--- src/rtl/irq_sense_pkg.sv ---
package irq_sense_pkg;
   typedef enum logic {
      REG_CTRL = 1'b0,
      REG_STAT = 1'b1
   } reg_sel_e;
endpackage

--- src/rtl/irq_sync.sv ---
module irq_sync #(
   parameter int          N       = 4,
   parameter int          STAGES  = 2,
   parameter logic        RST_VAL = 1'b1
) (
   input  logic         clk,
   input  logic         rst_n,
   input  logic [N-1:0] d,
   output logic [N-1:0] q
);
   if (STAGES < 2) begin : g_bad_stages
      $error("irq_sync: STAGES must be at least 2");
   end

   logic [N-1:0] st [STAGES];

   always_ff @(posedge clk or negedge rst_n) begin
      if (!rst_n) begin
         for (int k = 0; k < STAGES; k++) st[k] <= {N{RST_VAL}};
      end else begin
         st[0] <= d;
         for (int k = 1; k < STAGES; k++) st[k] <= st[k-1];
      end
   end

   assign q = st[STAGES-1];
endmodule

--- src/rtl/irq_cfg_regs.sv ---
module irq_cfg_regs
   import irq_sense_pkg::*;
#(
   parameter int N_LINES = 4,
   parameter int DATA_W  = 16
) (
   input  logic               clk,
   input  logic               rst_n,
   input  logic               wr,
   input  reg_sel_e           sel,
   input  logic [DATA_W-1:0]  wdata,
   input  logic [N_LINES-1:0] pend,
   output logic [DATA_W-1:0]  rdata,
   output logic [N_LINES-1:0] pol,
   output logic [N_LINES-1:0] et,
   output logic [N_LINES-1:0] chg,
   output logic [N_LINES-1:0] clr
);
   localparam int POL_TOP = DATA_W - 1;
   localparam int ET_TOP  = DATA_W - 1 - N_LINES;

   logic [DATA_W-1:0] ctrl_q;
   logic              wr_ctrl, wr_stat;

   assign wr_ctrl = wr && (sel == REG_CTRL);
   assign wr_stat = wr && (sel == REG_STAT);

   always_ff @(posedge clk or negedge rst_n) begin
      if (!rst_n)       ctrl_q <= '0;
      else if (wr_ctrl) ctrl_q <= wdata;
   end

   for (genvar i = 0; i < N_LINES; i++) begin : g_field
      assign pol[i] = ctrl_q[POL_TOP-i];
      assign et[i]  = ctrl_q[ET_TOP-i];
      assign chg[i] = wr_ctrl && ((wdata[POL_TOP-i] != ctrl_q[POL_TOP-i]) ||
                                  (wdata[ET_TOP-i]  != ctrl_q[ET_TOP-i]));
      assign clr[i] = wr_stat && wdata[i];
   end

   assign rdata = (sel == REG_STAT) ? DATA_W'(pend) : ctrl_q;
endmodule

--- src/rtl/irq_line_sense.sv ---
module irq_line_sense (
   input  logic clk,
   input  logic rst_n,
   input  logic s,
   input  logic pol,
   input  logic et,
   input  logic chg,
   input  logic clr,
   output logic pend,
   output logic pend_d
);
   logic q, qh, qh_d;

   assign q = (s == pol);

   always_comb begin
      if (chg) begin
         pend_d = 1'b0;
         qh_d   = 1'b1;
      end else begin
         qh_d   = q;
         pend_d = et ? ((q & ~qh) | (pend & ~clr)) : q;
      end
   end

   always_ff @(posedge clk or negedge rst_n) begin
      if (!rst_n) begin
         pend <= 1'b0;
         qh   <= 1'b1;
      end else begin
         pend <= pend_d;
         qh   <= qh_d;
      end
   end
endmodule

--- src/rtl/ext_irq_sense.sv ---
module ext_irq_sense
   import irq_sense_pkg::*;
#(
   parameter int N_LINES     = 4,
   parameter int DATA_W      = 16,
   parameter int SYNC_STAGES = 2
) (
   input  logic               clk,
   input  logic               rst_n,
   input  logic [N_LINES-1:0] irq_in,
   input  logic               bus_wr,
   input  logic               bus_addr,
   input  logic [DATA_W-1:0]  bus_wdata,
   output logic [DATA_W-1:0]  bus_rdata,
   output logic [N_LINES-1:0] irq_pending,
   output logic               irq_req
);
   if (2 * N_LINES > DATA_W) begin : g_bad_width
      $error("ext_irq_sense: DATA_W too narrow for the per-line fields");
   end
   if (N_LINES < 1) begin : g_bad_lines
      $error("ext_irq_sense: N_LINES must be at least 1");
   end

   logic [N_LINES-1:0] sync_q, cfg_pol, cfg_et, cfg_chg, clr_hit, pend_d;

   irq_sync #(.N(N_LINES), .STAGES(SYNC_STAGES), .RST_VAL(1'b1)) u_sync (
      .clk(clk), .rst_n(rst_n), .d(irq_in), .q(sync_q)
   );

   irq_cfg_regs #(.N_LINES(N_LINES), .DATA_W(DATA_W)) u_regs (
      .clk(clk), .rst_n(rst_n), .wr(bus_wr), .sel(reg_sel_e'(bus_addr)),
      .wdata(bus_wdata), .pend(irq_pending), .rdata(bus_rdata),
      .pol(cfg_pol), .et(cfg_et), .chg(cfg_chg), .clr(clr_hit)
   );

   for (genvar i = 0; i < N_LINES; i++) begin : g_line
      irq_line_sense u_line (
         .clk(clk), .rst_n(rst_n), .s(sync_q[i]), .pol(cfg_pol[i]),
         .et(cfg_et[i]), .chg(cfg_chg[i]), .clr(clr_hit[i]),
         .pend(irq_pending[i]), .pend_d(pend_d[i])
      );
   end

   always_ff @(posedge clk or negedge rst_n) begin
      if (!rst_n) irq_req <= 1'b0;
      else        irq_req <= |pend_d;
   end
endmodule

--- config.mk ---
export PLATFORM = sky130hd
export DESIGN_NAME = ext_irq_sense
export DESIGN_NICKNAME = d
export VERILOG_FILES = /design/src/rtl/irq_sense_pkg.sv /design/src/rtl/irq_sync.sv /design/src/rtl/irq_cfg_regs.sv /design/src/rtl/irq_line_sense.sv /design/src/rtl/ext_irq_sense.sv
export SDC_FILE = /design/constraint.sdc
export NUM_CORES = 1
export LEC_CHECK = 0
export ABC_AREA = 1
export BUFFER_PORTS_ARGS = -buffer_cell sky130_fd_sc_hd__clkbuf_2
export CAP_MARGIN = 0
export CORE_MARGIN = 1
export CORE_UTILIZATION = 50
export CTS_BUF_LIST = sky130_fd_sc_hd__clkbuf_16
export DETAILED_ROUTE_END_ITERATION = 16
export PLACE_DENSITY = 0.77
export SLEW_MARGIN = 20
export SYNTH_ARGS = -nofsm -noshare
export SYNTH_HDL_FRONTEND = slang
export SYNTH_HIERARCHICAL = 1
export SYNTH_SLANG_ARGS = --single-unit
export TNS_END_PERCENT = 1
--- constraint.sdc ---
create_clock -name clk -period 1.2 [get_ports clk]
set_input_delay 0.12 -clock clk [delete_from_list [all_inputs] [get_ports clk]]
set_output_delay 0.12 -clock clk [all_outputs]
set_load 0.01 [all_outputs]
=== After elaboration in Yosys (flattened, before gate mapping) ===
Cells that the tools add are included.

* Input bits: 24
* Register bits after elaboration: 33
* Logic and storage cells: 73
* Output and inout bits: 21

* Bitwise logic cells: 21
* Multiplexer cells: 13
* Eq/ne operators: 12
* Reduce and logical (&&, ||, !) cells: 15

{| class="wikitable"
|+ Operators by type and width
! cell !! count
|-
| $mux 16 || 1
|-
| $mux 1 || 12
|-
| $logic_and 1x1->1 || 10
|-
| $not 1->1 || 9
|-
| $and 1x1->1 || 8
|-
| $ne 1x1->1 || 8
|-
| $eq 1x1->1 || 4
|-
| $logic_or 1x1->1 || 4
|-
| $or 1x1->1 || 4
|-
| $reduce_or 4->1 || 1
|}

=== Longest topological paths before layout ===
* Word-level depth: 8
* Depth in mapped cells: 8

=== Hierarchy ===
Netlist, hierarchy kept.

{| class="wikitable"
|+ By module, submodules not included
! module !! cells an instance !! instances !! area an instance (um2) !! sequential area each (um2)
|-
| irq_cfg_regs || 144 || 1 || 1054.8 || 400.4
|-
| irq_line_sense || 11 || 4 || 98.8 || 51.3
|-
| irq_sync || 12 || 1 || 240.2 || 210.2
|-
| ext_irq_sense || 4 || 1 || 36.3 || 25.0
|}

=== Least setup slack after synthesis ===
OpenSTA, ideal clock, no wires.

* Kind: register to register
* Start: register u_sync.st (netlist bit u_sync/q[3])
* End: register irq_req
* Data required time: 1.135 ns
* Period minus slack after synthesis: 1.043 ns
* Data arrival time: 0.978 ns
* Path slack: 0.157 ns
* Cell stages (with the launch flop): 8
* Path through: dfstp_2 -> buf_4 -> inv_1 -> nand2_1 -> nand3_1 -> a21oi_2 -> nor2_1 -> nand2_1

* Word-level cells in the longest chain between the ends: 6

{| class="wikitable"
|+ RTL lines
! item !! line !! RTL
|-
| start: declaration || irq_sync.sv:15 || <nowiki>logic [N-1:0] st [STAGES];</nowiki>
|-
| $eq 1x1->1 (*) || irq_line_sense.sv:14 || <nowiki>assign q = (s == pol);</nowiki>
|-
| $and 1x1->1 || irq_line_sense.sv:22 || <nowiki>pend_d = et ? ((q & ~qh) | (pend & ~clr)) : q;</nowiki>
|-
| $or 1x1->1 || irq_line_sense.sv:22 ||
|-
| $mux 1 (*) || irq_line_sense.sv:22 ||
|-
| $mux 1 (*) || irq_line_sense.sv:17 || <nowiki>if (chg) begin</nowiki>
|-
| via pend_d[3] || ext_irq_sense.sv:25 || <nowiki>logic [N_LINES-1:0] sync_q, cfg_pol, cfg_et, cfg_chg, clr_hit, pend_d;</nowiki>
|-
| $reduce_or 4->1 (*) || ext_irq_sense.sv:47 || <nowiki>else irq_req <= |pend_d;</nowiki>
|-
| end signal: assignment || ext_irq_sense.sv:47 ||
|-
| end: declaration || ext_irq_sense.sv:16 || <nowiki>output logic irq_req</nowiki>
|}

The timed path passes the listed nets; every way through them passes the cells marked *.
A chain may end at the register's enable or synchronous reset.

=== Worst setup path in the final report ===
* Start: register u_regs.ctrl_q[11]
* End: output port bus_rdata[11]

* Word-level cells in the longest chain between the ends: 1

{| class="wikitable"
|+ RTL lines
! item !! line !! RTL
|-
| start: declaration || irq_cfg_regs.sv:22 || <nowiki>logic [DATA_W-1:0] ctrl_q;</nowiki>
|-
| start signal: assignment || irq_cfg_regs.sv:30 || <nowiki>else if (wr_ctrl) ctrl_q <= wdata;</nowiki>
|-
| $mux 16 || irq_cfg_regs.sv:41 || <nowiki>assign rdata = (sel == REG_STAT) ? DATA_W'(pend) : ctrl_q;</nowiki>
|-
| end: declaration || ext_irq_sense.sv:14 || <nowiki>output logic [DATA_W-1:0] bus_rdata,</nowiki>
|}

Every way passes these cells.

==> flow_summary_export.csv <==
group,metric,value,unit
outcome,run_status,"complete, no violations",
final_layout,layout_overhead_on_the_synthesized_area,24.1,%
synthesis,postSynthRegisterBits,33,
worst_setup_path,cp_max_fo,5,
global_routing,grt_first_pass_wirelength,5390,um
worst_setup_path,worst-r2r-setup-slack,0.09,ns
route,detailroute.via_count,1371,
sta,final.setup_skew,0.00323,ns
final_layout,layout.cells.most_common_list,"62 x nand2_1, 44 x clkbuf_2, 32 x inv_1",
worst_setup_path,critPathArrivalTime,1.01,ns
sta,finalSetupViolations,0,
route,drt-vias-per-instance,4.65,
floorplan,die_width,60.8,um
clock_tree,clk_pin_slew,0.05,ns
floorplan,io-pin-count,45,
final_layout,drive_gt1_share,38.2,%
final_layout,fillCellCount,280,
global_routing,grt_pass1_vias,1275,
placed_design,place_congestion,0.761,
synthesis,syn-cell-area,1730,um2
clock_tree,ctsLongestPathBuffers,2,
synthesis,ys_types,17,
route,detail_route.wirelength.met1,1470,um
final_layout,finalNetCount,274,
hold_path,timing.hold.worst.start,"bus_wdata[4]",
power,post-layout-total-power,3.43,mW
route,firstDrtPassIters,4,
floorplan,die_height,60.8,um
sta,fin_crit_sh,94.3,%
worst_setup_path,worst_r2r_path_depth,7,
route,route.top_layer_used,"met4",
sta,pins_over_slew_limit,0,
route,first_iter_violations,88,
sta,maxSlewHeadroom,72.7,%
floorplan,core_area,3150,um2
power,leakage,1.17,nW
worst_setup_path,timing.critical_path.from_type,"flop",
clock_tree,cts_root_buf,"clkbuf_16",
placed_design,post-place-cells,280,
hold_path,timing.hold.worst_endpoint,"u_regs/ctrl_q[4]",
route,post_detailed_routing_wire_length,3260,um
global_routing,grt_overflow,0,
global_routing,grt_util_all_layers,20.8,%
global_routing,grt_antenna_before_repair,0,
synthesis,synth_sequential_area_ratio,48.7,%
worst_setup_path,setup.worst_path.class,"flop to output pin",
worst_setup_path,cp_cell_sequence,"inv_1 -> nor2_1 -> clkbuf_2",
final_layout,layout.cells.most_common,"nand2_1",
route,route.detailed.wl_per_inst,11.0,um
sta,final-hold-violation-count,0,
job,max_cap_viol_count,0,
final_layout,insertedDiodeCount,0,
hold_path,holdCritPathClass,"input pin to flop",
clock_tree,tritoncts,"built",
placed_design,port_buffers,44,
route,met3_wirelength,119,um
synthesis,ys_warn_count,6,
worst_setup_path,critical_path.reg2reg.endpoint,"irq_req",
sta,hold-worst-slack,0.0818,ns
synthesis,synth_nets,228,
worst_setup_path,cp.buffers_inverters,2,
worst_setup_path,startpoint_of_the_worst_slack_reg_to_reg_timing_path,"u_regs/ctrl_q[8]",
global_routing,grt_start_max_net_pins,34,
floorplan,design.die.area,3690,um2
synthesis,synth_cells,204,
route,drc,0,
sta,worstMarginPinSlew,0.410,ns
clock_tree,cts-htree-levels,2,
clock_tree,numCtsBuffers,5,
worst_setup_path,worstPathRequired,1.08,ns
route,antenna_left,0,
power,power_per_cell_area,1600,nW/um2
route,met2_length,1590,um
floorplan,floorplan.initialDensity,54.8,%
power,ir_worst_vdd,1.01,mV
placed_design,place_hpwl,2350,um
hold_path,hold-path-cell-count,3,
sta,max_clock_freq,0.883,GHz
floorplan,placementRows,20,
synthesis,synth.avg_cell_area,8.46,um2
sta,period_minus_slack,1.13,ns
worst_setup_path,cpMaxStageDelayCell,"dfrtp_1",
worst_setup_path,critical_path.max_stage_delay,0.41,ns
worst_setup_path,critPathTopFamily,"flip-flops",
final_layout,final_cell_count_no_fill,295,
worst_setup_path,worstSetupEndpointType,"output pin",
clock_tree,clkLatencyLatePin,0.28,ns
clock_tree,numClockSinks,33,
sta,grt_setup_unrepaired,"true",
[per-layer routing]
layer,global-route usage (%),vias to the layer above
met1,25.2,626
li1,-,698
met2,34.1,38
met4,9.74,0
met5,0,-
met3,6.40,9
[tightest hold or removal path, cell delays in order]
cell,delay (ns)
clkbuf_2,0.07
nor2_1,0.04
a21oi_2,0.08
[logic make-up (layout without fill, tap and decap cells)]
group	Yosys count	count (layout)	share of synthesized area, %
flops	33	33	48.7
buf+inv	50	97	15.9
compound gates	28	28	13.0
simple gates	93	93	22.3
[power by group]
group	internal (mW)	leakage (nW)	switching [mW]
combinational	0.273	0.714	0.372
sequential	1.27	0.376	0.0882
clock	0.970	0.0775	0.455
[cell type report]
| cell class | instances | area, um2 | area share [%] |
|---|---|---|---|
| Sequential cell | 33 | 841 | 39.3 |
| Multi-Input combinational cell | 121 | 626 | 29.2 |
| Timing Repair Buffer | 56 | 323 | 15.1 |
| Inverter | 33 | 131 | 6.13 |
| Clock buffer | 5 | 125 | 5.84 |
| Tap cell | 44 | 55.1 | 2.57 |
| Clock inverter | 3 | 41.3 | 1.93 |
[cell usage after synthesis]
cell type	count	area [um2]
buf_4	12	90.1
buf_6	3	33.8
nand2_8	1	20.0
dfrtp_1	21	526
inv_1	32	120
nand3_1	4	20.0
dfstp_2	12	315
o21ai_2	12	105
a21o_1	4	30.0
a21oi_1	4	20.0
inv_8	1	11.3
a21oi_2	8	70.1
buf_8	1	15.0
nor2_1	22	82.6
nand3b_1	4	30.0
nand2_1	62	233
buf_2	1	5.00
[per-stage QoR]
stage	setup TNS (ns)	instance area (um2)	worst slack, ns	util, %
6_report	0	2140	0.0679	67.9
5_1_grt	-0.0137	2140	-0.0137	67.9
4_1_cts	0	2110	0.0111	67.0
3_5_place_dp	0	1900	0.0573	60.1
3_3_place_gp	0	1900	0.0478	60.1
2_1_floorplan	0	1730	0.157	-
[repair_timing]
item / in CTS / in global routing
endpoints found under the setup margin: 0 / 2
resized for setup: 0 / 4
setup buffers: 0 / 2
hold endpoints to repair: 25 / 0
hold buffers: 5 / 0
[sequential cells by signal (all words and copies together) (netlist names)]
| name | count |
|---|---|
| g_line.u_line/qh | 4 |
| u_sync/q | 4 |
| g_line.u_line/pend | 4 |
| u_sync/st | 4 |
| irq_req | 1 |
| u_regs/ctrl_q | 16 |
[worst max path at each step]
stage,start,end,slack (ns),depth (start not counted)
floorplan,u_sync/q[3],irq_req,0.16,7
global placement,u_regs/ctrl_q[10],irq_req,0.05,7
detailed placement,u_regs/ctrl_q[10],irq_req,0.06,7
CTS,u_regs/ctrl_q[10],irq_req,0.01,7
global route,u_regs/ctrl_q[8],irq_req,-0.01,7
finish,u_regs/ctrl_q[11],bus_rdata[11],0.07,3
(Power assumes the default switching activity.)
